File: src/rtl/pll_cfg_pkg.sv
package pll_cfg_pkg;
    parameter int REG_W   = 8;
    parameter int DIV_W   = 4;
    parameter int ADDR_W  = 2;

    localparam logic [ADDR_W-1:0] ADDR_CTL   = 2'd0;
    localparam logic [ADDR_W-1:0] ADDR_RANGE = 2'd1;
    localparam logic [ADDR_W-1:0] ADDR_DIV   = 2'd2;

    // control register bit positions
    localparam int CB_IRQEN = 7;
    localparam int CB_FLAG  = 6;
    localparam int CB_EN    = 5;
    localparam int CB_BSEL  = 4;
    localparam int CB_AUTO  = 3;
    localparam int CB_LOCK  = 0;

    typedef struct packed {
        logic             irq_en;
        logic             flag;
        logic             loop_en;
        logic             base_sel;
        logic             auto_md;
        logic [REG_W-1:0] range;
        logic [DIV_W-1:0] div;
    } cfg_state_t;
endpackage

File: src/rtl/pll_lock_sync.sv
module pll_lock_sync #(
    parameter int STAGES = 2
) (
    input  logic clk,
    input  logic rst_n,
    input  logic lock_async,
    output logic lock_sync,
    output logic lock_change
);
    logic [STAGES-1:0] chain_q;
    logic              prev_q;

    generate
        for (genvar i = 0; i < STAGES; i++) begin : g_stage
            always_ff @(posedge clk or negedge rst_n) begin
                if (!rst_n) begin
                    chain_q[i] <= 1'b0;
                end else begin
                    chain_q[i] <= (i == 0) ? lock_async : chain_q[(i == 0) ? 0 : i-1];
                end
            end
        end
    endgenerate

    always_ff @(posedge clk or negedge rst_n) begin
        if (!rst_n) begin
            prev_q <= 1'b0;
        end else begin
            prev_q <= chain_q[STAGES-1];
        end
    end

    assign lock_sync   = chain_q[STAGES-1];
    assign lock_change = chain_q[STAGES-1] ^ prev_q;
endmodule

File: src/rtl/pll_div_decode.sv
module pll_div_decode #(
    parameter int W = 4
) (
    input  logic [W-1:0] code,
    output logic [W-1:0] eff
);
    always_comb begin
        eff = code;
        if (code == '0) begin
            eff = W'(1);
        end
    end
endmodule

File: src/rtl/pll_reg_readmux.sv
module pll_reg_readmux
    import pll_cfg_pkg::*;
(
    input  logic [ADDR_W-1:0] addr,
    input  cfg_state_t        st,
    input  logic              lock_sync,
    output logic [REG_W-1:0]  rdata
);
    always_comb begin
        rdata = '0;
        unique case (addr)
            ADDR_CTL: begin
                rdata[CB_IRQEN] = st.irq_en;
                rdata[CB_FLAG]  = st.flag & st.auto_md;
                rdata[CB_EN]    = st.loop_en;
                rdata[CB_BSEL]  = st.base_sel;
                rdata[CB_AUTO]  = st.auto_md;
                rdata[CB_LOCK]  = lock_sync;
            end
            ADDR_RANGE: rdata = st.range;
            ADDR_DIV:   rdata[DIV_W-1:0] = st.div;
            default:    rdata = '0;
        endcase
    end
endmodule

File: src/rtl/pll_cfg_regs.sv
module pll_cfg_regs
    import pll_cfg_pkg::*;
#(
    parameter logic [7:0] RANGE_RST   = 8'h40,
    parameter logic [3:0] DIV_RST     = 4'h1,
    parameter int         SYNC_STAGES = 2
) (
    input  logic             clk,
    input  logic             rst_n,
    input  logic             reg_wr,
    input  logic [ADDR_W-1:0] reg_addr,
    input  logic [REG_W-1:0] reg_wdata,
    output logic [REG_W-1:0] reg_rdata,
    input  logic             lock_in,
    output logic [DIV_W-1:0] ref_div_o,
    output logic [REG_W-1:0] vco_range_o,
    output logic             pll_en_o,
    output logic             base_clk_sel_o,
    output logic             irq_o
);
    cfg_state_t st_d, st_q;
    logic       lock_s;
    logic       lock_chg;

    pll_lock_sync #(.STAGES(SYNC_STAGES)) u_sync (
        .clk        (clk),
        .rst_n      (rst_n),
        .lock_async (lock_in),
        .lock_sync  (lock_s),
        .lock_change(lock_chg)
    );

    always_comb begin
        logic wr_ctl, wr_rng, wr_div;
        st_d   = st_q;
        wr_ctl = reg_wr && (reg_addr == ADDR_CTL);
        wr_rng = reg_wr && (reg_addr == ADDR_RANGE);
        wr_div = reg_wr && (reg_addr == ADDR_DIV);

        if (wr_ctl) begin
            st_d.irq_en  = reg_wdata[CB_IRQEN];
            st_d.loop_en = reg_wdata[CB_EN];
            st_d.auto_md = reg_wdata[CB_AUTO];
            if (!reg_wdata[CB_BSEL]) begin
                st_d.base_sel = 1'b0;
            end else if (st_q.range != '0) begin
                st_d.base_sel = 1'b1;
            end
            if (!reg_wdata[CB_FLAG]) begin
                st_d.flag = 1'b0;
            end
        end
        if (wr_rng && !st_q.loop_en) begin
            st_d.range = reg_wdata;
        end
        if (wr_div && !st_q.loop_en) begin
            st_d.div = reg_wdata[DIV_W-1:0];
        end
        if (lock_chg && st_q.auto_md) begin
            st_d.flag = 1'b1;
        end
        if (!st_d.auto_md) begin
            st_d.flag = 1'b0;
        end
    end

    always_ff @(posedge clk or negedge rst_n) begin
        if (!rst_n) begin
            st_q <= '{irq_en: 1'b0, flag: 1'b0, loop_en: 1'b0, base_sel: 1'b0,
                      auto_md: 1'b0, range: RANGE_RST, div: DIV_RST};
        end else begin
            st_q <= st_d;
        end
    end

    pll_div_decode #(.W(DIV_W)) u_div (
        .code(st_q.div),
        .eff (ref_div_o)
    );

    pll_reg_readmux u_rd (
        .addr     (reg_addr),
        .st       (st_q),
        .lock_sync(lock_s),
        .rdata    (reg_rdata)
    );

    assign vco_range_o    = st_q.range;
    assign pll_en_o       = st_q.loop_en;
    assign base_clk_sel_o = st_q.base_sel;
    assign irq_o          = st_q.flag & st_q.irq_en & st_q.auto_md;
endmodule

File: config.mk
export PLATFORM = sky130hd
export DESIGN_NAME = pll_cfg_regs
export DESIGN_NICKNAME = d
export VERILOG_FILES = /design/src/rtl/pll_cfg_pkg.sv /design/src/rtl/pll_lock_sync.sv /design/src/rtl/pll_div_decode.sv /design/src/rtl/pll_reg_readmux.sv /design/src/rtl/pll_cfg_regs.sv
export SDC_FILE = /design/constraint.sdc
export NUM_CORES = 1
export LEC_CHECK = 0
export BUFFER_PORTS_ARGS = -buffer_cell sky130_fd_sc_hd__buf_2
export CAP_MARGIN = 20
export CORE_MARGIN = 2
export CORE_UTILIZATION = 51
export DETAILED_ROUTE_END_ITERATION = 10
export GPL_TIMING_DRIVEN = 0
export HOLD_SLACK_MARGIN = 0.15
export PLACE_DENSITY_LB_ADDON = 0.15
export SLEW_MARGIN = 5
export SYNTH_ARGS = -nofsm -noshare
export SYNTH_HDL_FRONTEND = slang
export SYNTH_SLANG_ARGS = --single-unit
export TNS_END_PERCENT = 1
File: constraint.sdc
create_clock -name clk -period 2.11 [get_ports clk]
set_input_delay 0.1055 -clock clk [delete_from_list [all_inputs] [get_ports clk]]
set_output_delay 0.1055 -clock clk [all_outputs]
set_load 0.05 [all_outputs]
==> reports/results.txt, run 1 <==
Worst hold slack: 205 ps
Fillers: 141
Critical path class: flop to output pin
Hold Crit Class: input pin to flop
Cts repair resizes: 0
Post-Syn Instances: 82
Final Critical Period: 1470 ps
Area occupied by registers: 503 um^2
Crit path DAT: 1370 ps
Die Ht: 48.4 um
Initial antenna violation count: 0
Unrepaired setup endpoints after global routing: false
Kind of end point of the critical path: output pin
Cell with the most instances after synthesis: dfrtp_1
Final nets: 151
PwrDens: 1030 nW/um^2
Clk root buf: clkbuf_4
Post-synth top area share: 44.8%
Clk sinks: 20
CTS Buffer Depth: 2
Internal power: 0.790 mW
CTS buffer count: 3
Slew @ Worst Pin: 439 ps
Most instantiated cells after synthesis: dfrtp_1 (18), mux2_2 (14), buf_4 (8)
First-pass GRT wire length: 3.67 mm
Switching Share: 43.3%
Yosys top cell by area: dfrtp_1
DIE AREA: 2340 um^2
DRT iter0 DRCs: 10
Met3 usage: 4.01%
Fmax: 680 MHz
Routed wire per std cell: 13.3 um
Area growth from synthesis to layout: 34.8%
HP Start: reg_wr
Worst Skew: 3.08 ps
CTS clock-pin slew for the worst setup and hold paths: 110 ps
Io pins: 37
P_leak: 0.680 nW
Final Hold Viols: 0
EDFF count, synth: 0
Area of the multi-input gates: 414 um^2
Synth warnings: 0
Met2 usage: 33.6%
Critical Path RT: 2000 ps
Slew Viols, Final: 0
Pin count of the biggest net entering global routing: 21
Net Switching: 0.603 mW
Global routing's busiest layer: met2
ANT cells: 0
Netlist cell types: 30
# rows: 16
Mean Syn Cell Area: 12.3 um^2
GPL Wtd Cong: 0.729
CTS tree: built
Worst skew pair latency: 290 ps
Yosys reg bits: 20
Final setup vio count: 0
Share of cells above drive strength 1: 54.5%
Maximum vdd ir drop: 0.000724 V
Antenna Nets Post-Route: 0
IO Port Bufs: 36
Rel. slew slack: 70.7%
Gr usage total: 19.8%
CORE AREA: 1900 um^2
Setup TNS: 0 ps
Tcrit/Tclk final: 69.7%
Seq/Total Area, Yosys: 50.0%
Comb pwr share: 45.2%
Post-synth ARST share: 100%
Via density: 5.08
CP Launch Type: flop
Routed WL: 2.12 mm
Post-synthesis net count: 100
H-tree levels: 1
Vias in the first global route: 831
Status: finished clean
Mapped cell area: 1010 um^2
Via Count: 807
Worst R2R Setup Slack: 820 ps
Clk pwr share: 15.5%
Flop pwr share: 39.2%
Ranking of synthesized cells by area: dfrtp_1 (45%), mux2_2 (16%), buf_4 (6.0%)
Initial core utilization: 52.9%
Drc violations: 0
DR pass1 iterations: 4
Worst-path maximum fanout: 6
Met1 Track Usage GR: 25.4%
Global route overflow: 0
Most used DFF post-synth: dfrtp_1
Crit. Startpoint: st_q[12]$_DFF_PN0_
Final HPWL DP: 1.52 mm
DIE WIDTH: 48.4 um
Worst R2R Start: pll_en_o$_DFFE_PN0P_
Max Cap Violations: 0
state kept, by name, summed over array words and instances (netlist names):
name              cells
base_clk_sel_o        1
pll_en_o              1
st_q                  7
u_sync.chain_q        1
u_sync.lock_sync      1
u_sync.prev_q         1
vco_range_o           8
worst max-delay path, cell delays in order (launching register included):
cell and delay, ps:
dfrtp_1 450, a222oi_1 350, nor2_1 60, buf_2 210
cell families after synthesis:
group           count (synthesis)  share of synthesized area, %
flops                          20                          50.0
buf+inv                        15                          8.83
compound gates                 14                          11.8
mux                            14                          15.7
simple gates                   14                          7.84
fa+ha+maj                       4                          4.98
xor+xnor                        1                         0.871
power by group through the flow:
| stage | clock, mW | combinational [mW] | sequential, mW |
|---|---|---|---|
| final | 0.216 | 0.630 | 0.547 |
| after floorplan | 0 | 0.480 | 0.553 |
| after global routing | 0.244 | 0.665 | 0.559 |
| after global placement | 0 | 0.612 | 0.549 |
| after CTS | 0.219 | 0.635 | 0.546 |
| after detailed placement | 0 | 0.620 | 0.553 |
stage by stage:
step | setup WS (ps) | instances | util, % | instance area, um^2 | total power [mW]
finish | 639 | 159 | 71.3 | 1360 | 1.39
floorplan | 622 | 82 | - | 1010 | 1.03
global route | 527 | 159 | 71.3 | 1360 | 1.47
detailed placement | 731 | 145 | 64.1 | 1220 | 1.17
global placement | 758 | 145 | 64.1 | 1220 | 1.16
CTS | 625 | 159 | 71.3 | 1360 | 1.40
timing repair:
action                                  4_1_cts  5_1_grt
hold endpoints to repair                     37        0
buffers inserted                              0        0
endpoints found under the setup margin        0        0
hold buffers                                 10        0
layer usage:
metal | vias up | wire length (um)
met4 | 0 | 27
met2 | 25 | 1050
met1 | 387 | 943
met5 | - | 0
met3 | 4 | 95
li1 | 391 | -
cells in the final DEF, fill, tap and decap left out, drive strengths merged:
cell          n
a22oi         2
a32o          1
a21o          1
mux2         14
a21oi         1
or2           1
a222oi        2
o2bb2ai       1
dfstp         2
ha            4
dfrtp        18
xnor2         1
inv           2
buf          45
o21ai         1
dlygate4sd3  10
and2b         1
nor2          2
clkbuf        8
and3          2
nor3          1
nor2b         2
a22o          4
o22a          1
nor4          2
nand2         3
cell type report:
class	count	share of cell area, %
buffer	13	6.00
tap	27	2.49
clock buffer	4	2.68
timing repair buffer	46	20.7
sequential	20	37.1
inverter	2	0.554
multi-input combinational	47	30.5
final timing paths:
path / to / depth (start not counted)
max: reg_rdata[3] / 3
min: st_q[12]$_DFF_PN0_ / 3
max reg2reg: vco_range_o[1]$_DFFE_PN0P_ / 3
min reg2reg: u_sync.lock_sync$_DFF_PN0_ / 0
max in group asynchronous: vco_range_o[6]$_DFFE_PN1P_ / 2
min in group asynchronous: vco_range_o[0]$_DFFE_PN0P_ / 2
No activity file was read; power rests on OpenSTA's default activity.
==> run 2, diff against run 1 <==
--- a/config.mk
+++ b/config.mk
@@ -5,10 +5,11 @@
 export SDC_FILE = /design/constraint.sdc
 export NUM_CORES = 1
 export LEC_CHECK = 0
+export ABC_AREA = 1
 export BUFFER_PORTS_ARGS = -buffer_cell sky130_fd_sc_hd__buf_2
 export CAP_MARGIN = 20
 export CORE_MARGIN = 2
-export CORE_UTILIZATION = 51
+export CORE_UTILIZATION = 48
 export DETAILED_ROUTE_END_ITERATION = 10
 export GPL_TIMING_DRIVEN = 0
 export HOLD_SLACK_MARGIN = 0.15
==> constraint.sdc (replaced) <==
create_clock -name clk -period 1.5 [get_ports clk]
set_input_delay 0.075 -clock clk [delete_from_list [all_inputs] [get_ports clk]]
set_output_delay 0.075 -clock clk [all_outputs]
set_load 0.05 [all_outputs]
==> run 2 against run 1 <==
Net effect:
- via count is 18% higher
- setup slack worse by 550 ps
- clock power increased by 15%
- sequential cell count is the same
- register-to-register slack got worse by 480 ps
- sequential power rose by 35%
- wire length is 6.7% higher
- final cell count increased by 30%
- worst hold slack got worse by 28 ps
- count of clock-buffer cells in the layout down 1
- core utilization decreased by 5.8 points
==> reports/results.txt, run 2 <==
Routed wire per std cell: 11.0 um
Slew @ Worst Pin: 454 ps
Worst hold slack: 177 ps
Total Power: 1.84 mW
Post-Syn Instances: 129
DP Cell Count: 193
Max FFs per register: 8
Area of the multi-input gates: 415 um^2
First-pass GRT wire length: 3.71 mm
Post-Synth Adder-Cell Area: 4.69%
Final Hold Viols: 0
Global route overflow: 0
CTS clock-pin slew for the worst setup and hold paths: 110 ps
Largest family of logic cells by synthesized area: simple AND/OR/NAND/NOR gates
Most frequent cells in the layout: buf_2 (37), nand2_1 (36), inv_1 (18), dfrtp_1 (18), dlygate4sd3_1 (10)
Critical Path RT: 1420 ps
Routed WL: 2.26 mm
Post-synth ARST share: 100%
Worst-path maximum fanout: 3
DR pass1 iterations: 4
Yosys reg bits: 20
Via density: 4.63
Critical path class: flop to output pin
EDFF count, synth: 0
H-tree levels: 1
Fmax: 709 MHz
Unrepaired setup endpoints after global routing: false
Mux cell area share after synthesis: 1.41%
Netlist cell types: 22
Gr usage total: 19.0%
Net Switching: 0.835 mW
Antenna Nets Post-Route: 0
Switching Share: 45.5%
Pin count of the biggest net entering global routing: 21
Seq/Total Area, Yosys: 47.2%
Ranking of synthesized cells by area: dfrtp_1 (42%), nand2_1 (13%), buf_4 (6.3%)
Vias in the first global route: 895
Yosys top cell by area: dfrtp_1
Max Cap Violations: 0
Initial core utilization: 49.6%
Fin cells: 206
IO Port Bufs: 36
Most instantiated cells after synthesis: nand2_1 (36), dfrtp_1 (18), inv_1 (18)
Kind of end point of the critical path: output pin
P_leak: 0.781 nW
Area growth from synthesis to layout: 32.0%
Final setup vio count: 0
Final nets: 198
ANT cells: 0
CTS buffer count: 3
Worst R2R Setup Slack: 340 ps
Final HPWL DP: 1.67 mm
Tcrit/Tclk final: 94.0%
Clk root buf: clkbuf_4
Internal power: 1.00 mW
Rel. slew slack: 69.7%
Area occupied by registers: 503 um^2
Io pins: 37
Most common cell after layout, fill and taps aside: buf_2
Xor and xnor area share after synthesis: 0.822%
PwrDens: 1300 nW/um^2
Clk sinks: 20
Setup TNS: 0 ps
Compound-Gate Fraction of Synth Area: 11.7%
Slew Viols, Final: 0
Share of cells above drive strength 1: 33.1%
CORE AREA: 2150 um^2
DIE WIDTH: 51.1 um
Synth warnings: 0
Comb pwr share: 46.3%
Maximum vdd ir drop: 0.000687 V
Fin worst setup slack: 90.2 ps
Via Count: 954
Worst skew pair latency: 290 ps
CTS tree: built
Initial antenna violation count: 0
Fillers: 185
Post-synthesis net count: 147
Mean Syn Cell Area: 8.26 um^2
Drc violations: 0
Final Critical Period: 1410 ps
Most used DFF post-synth: dfrtp_1
Dpl cell area: 1280 um^2
Hold Crit Class: input pin to flop
Post-CTS Repair Setup Buffers: 0
Flop pwr share: 40.2%
Post-Synth Simple-Gate Area: 20.0%
CTS Buffer Depth: 2
Crit path DAT: 1330 ps
DIE AREA: 2610 um^2
Die Ht: 51.1 um
Worst Skew: 2.80 ps
# rows: 17
Post-synth top area share: 42.3%
Dpl ws: 285 ps
Status: finished clean
Clk pwr share: 13.5%
Final Core Density: 65.5%
CP Launch Type: flop
Cell with the most instances after synthesis: nand2_1
Mapped cell area: 1070 um^2
DRT iter0 DRCs: 20
GPL Wtd Cong: 0.793
Final instance area: 1410 um^2
[run 2: cell types whose count changed in the layout (fill, tap and decap cells not counted), sizes merged, moves of 4 or more]
| cell | previous run | this run |
|---|---|---|
| nor2 | 2 | 6 |
| inv | 2 | 18 |
| nand2 | 3 | 37 |
| o21ai | 1 | 19 |
| nand3 | 0 | 4 |
| mux2 | 14 | 1 |
| a22o | 4 | 0 |
[run 2: logic make-up (layout without fill, tap and decap cells)]
family                   Yosys count  count (layout)
buffers and inverters             31              80
flip-flops                        20              20
AND/OR/NAND/NOR                   49              49
adder cells (fa/ha/maj)            4               4
XOR/XNOR                           1               1
AO/OA/AOI/OAI                     23              23
multiplexers                       1               1
[run 2: cell type report]
| cell class | instances | area share, % |
|---|---|---|
| buffer | 13 | 5.96 |
| clock buffer | 3 | 1.60 |
| multi-input combinational | 78 | 29.5 |
| tap | 28 | 2.49 |
| inverter | 18 | 4.80 |
| sequential | 20 | 35.7 |
| timing repair buffer | 46 | 19.9 |
[run 2: timing repair]
action,4_1_cts,5_1_grt
resized for setup,0,0
hold endpoints to repair,38,0
hold buffers,10,0
[run 2: path summary, 6_finish.rpt]
path / from / end / cells past startpoint
setup / recovery: st_q[0]$_DFFE_PN1P_ / reg_rdata[0] / 5
hold / removal: reg_wr / vco_range_o[6]$_DFFE_PN1P_ / 4
setup reg to reg: pll_en_o$_DFFE_PN0P_ / vco_range_o[2]$_DFFE_PN0P_ / 5
hold reg to reg: u_sync.chain_q[0]$_DFF_PN0_ / u_sync.lock_sync$_DFF_PN0_ / 0
max in group asynchronous: rst_n / st_q[0]$_DFFE_PN1P_ / 2
min in group asynchronous: rst_n / vco_range_o[4]$_DFFE_PN0P_ / 2
[run 2: worst max-delay path, cell delays in order (launching register included)]
cell     delay (ps)
dfstp_2         560
nand2_1          50
nand3_1          80
nand2_1          60
inv_1            50
buf_2           250
[run 2: power by group through the flow]
stage                     registers [mW]  logic [mW]  clock network, mW
final                              0.737       0.850              0.249
after global routing               0.756       0.911              0.276
after CTS                          0.735       0.855              0.255
after detailed placement           0.746       0.834                  0
after global placement             0.743       0.823                  0
after floorplan                    0.757       0.640                  0
[run 2: routing by layer]
| layer | track usage, % | part of all wire (%) | vias to the layer above |
|---|---|---|---|
| li1 | - | - | 491 |
| met1 | 23.3 | 45 | 440 |
| met2 | 33.5 | 49 | 21 |
| met3 | 2.92 | 4.5 | 2 |
| met4 | 7.21 | 0.71 | 0 |
| met5 | 0 | 0 | - |
==> run 3, diff against run 2 <==
--- a/config.mk
+++ b/config.mk
@@ -14,6 +14,7 @@
 export GPL_TIMING_DRIVEN = 0
 export HOLD_SLACK_MARGIN = 0.15
 export PLACE_DENSITY_LB_ADDON = 0.15
+export RECOVER_POWER = 25
 export SLEW_MARGIN = 5
 export SYNTH_ARGS = -nofsm -noshare
 export SYNTH_HDL_FRONTEND = slang
==> run 3 against run 2 <==
Net effect:
- largest cell class unchanged
- via count unchanged
- clock power about the same
- highest routed layer unchanged
- count of clock-buffer cells in the layout unchanged
- fmax unchanged
- first-iteration DRC count unchanged
- largest power group unchanged
- worst hold slack unchanged
- core utilization down 0.058 points
- combinational power about the same
- final cell count unchanged
==> reports/results.txt, run 3 (synthesized netlist as in run 2, its figures left out) <==
Status: finished clean
Kind of end point of the critical path: output pin
Worst skew pair latency: 290 ps
Final setup vio count: 0
Slew Viols, Final: 0
Final Critical Period: 1410 ps
Final Hold Viols: 0
DP Cell Count: 193
Vias in the first global route: 895
Initial antenna violation count: 0
DIE WIDTH: 51.1 um
CP cell instances: nand2_1, nand3_1, nand2_1, inv_1, buf_2
Worst Skew: 2.80 ps
P_leak: 0.778 nW
Final nets: 198
Max Cap Violations: 0
Pin count of the biggest net entering global routing: 21
Dpl cell area: 1280 um^2
GPL Wtd Cong: 0.793
Initial core utilization: 49.6%
CTS tree: built
Worst R2R Setup Slack: 340 ps
Drc violations: 0
Crit path top cell by count: nand2_1
Area growth from synthesis to layout: 31.9%
CP Launch Type: flop
DRT iter0 DRCs: 20
Max incr delay on CP: 560 ps
Die Ht: 51.1 um
Total Power: 1.84 mW
First-pass GRT wire length: 3.71 mm
Fin worst setup slack: 90.2 ps
H-tree levels: 1
Worst hold slack: 177 ps
IO Port Bufs: 36
Post-CTS Repair Setup Buffers: 0
Fin cells: 206
Share of cells above drive strength 1: 32.6%
Via density: 4.63
CTS clock-pin slew for the worst setup and hold paths: 110 ps
Setup TNS: 0 ps
Io pins: 37
DIE AREA: 2610 um^2
Slew @ Worst Pin: 1090 ps
Max FFs per register: 8
CORE AREA: 2150 um^2
Critical path class: flop to output pin
Unrepaired setup endpoints after global routing: false
Crit path DAT: 1330 ps
Fillers: 186
Maximum vdd ir drop: 0.000686 V
Dpl ws: 285 ps
ANT cells: 0
Fmax: 709 MHz
Worst-path maximum fanout: 3
Most frequent cells in the layout: nand2_1 (36), buf_2 (36), inv_1 (18), dfrtp_1 (18), dlygate4sd3_1 (10)
Tcrit/Tclk final: 94.0%
Antenna Nets Post-Route: 0
Final instance area: 1410 um^2
Routed wire per std cell: 11.0 um
Rel. slew slack: 27.6%
Hold Crit Class: input pin to flop
Global route overflow: 0
Critical Path RT: 1420 ps
# rows: 17
Final Core Density: 65.5%
Gr usage total: 19.0%
PwrDens: 1310 nW/um^2
Routed WL: 2.26 mm
Via Count: 954
Clk root buf: clkbuf_4
Clk sinks: 20
Highest-delay cell along the critical path: dfstp_2
Final HPWL DP: 1.67 mm
CTS buffer count: 3
DR pass1 iterations: 4
CTS Buffer Depth: 2
run 3: power by group:
| part | switching [mW] | internal, mW | leakage [nW] |
|---|---|---|---|
| clock | 0.155 | 0.0934 | 0.0138 |
| combinational | 0.587 | 0.262 | 0.522 |
| sequential | 0.0931 | 0.644 | 0.242 |
| total | 0.835 | 1.00 | 0.778 |
run 3: what timing repair did:
action                    4_1_cts  5_1_grt
hold endpoints to repair       38        0
resized for setup               0        0
hold buffers                   10        0
run 3: layout make-up:
cell class	count	area, um^2	area share (%)
plain buffers	13	83.8	5.96
clock buffers	3	22.5	1.60
flip-flops and latches	20	503	35.8
well taps	28	35.0	2.49
multi-input cells	78	415	29.5
inverters	18	67.6	4.80
repair buffers	46	279	19.8
run 3: path summary, 6_finish.rpt:
kind / start / endpoint / cells past startpoint
worst min-delay path: reg_wr / vco_range_o[6]$_DFFE_PN1P_ / 4
max in group asynchronous: rst_n / vco_range_o[3]$_DFFE_PN0P_ / 2
worst max-delay path: st_q[0]$_DFFE_PN1P_ / reg_rdata[0] / 5
min in group asynchronous: rst_n / vco_range_o[4]$_DFFE_PN0P_ / 2
worst min register to register: u_sync.chain_q[0]$_DFF_PN0_ / u_sync.lock_sync$_DFF_PN0_ / 0
worst max register to register: pll_en_o$_DFFE_PN0P_ / vco_range_o[2]$_DFFE_PN0P_ / 5
run 3: critical path: cells and delay by family (launching register included):
family | cells | cell delay, ps
buf+inv | 2 | 300
flops | 1 | 560
simple gates | 3 | 190
run 3: layer usage:
metal | wire length, um | vias up | track usage (%)
met5 | 0 | - | 0
met4 | 16 | 0 | 7.21
met3 | 102 | 2 | 2.92
met2 | 1120 | 21 | 33.5
met1 | 1020 | 440 | 23.3
li1 | - | 491 | -
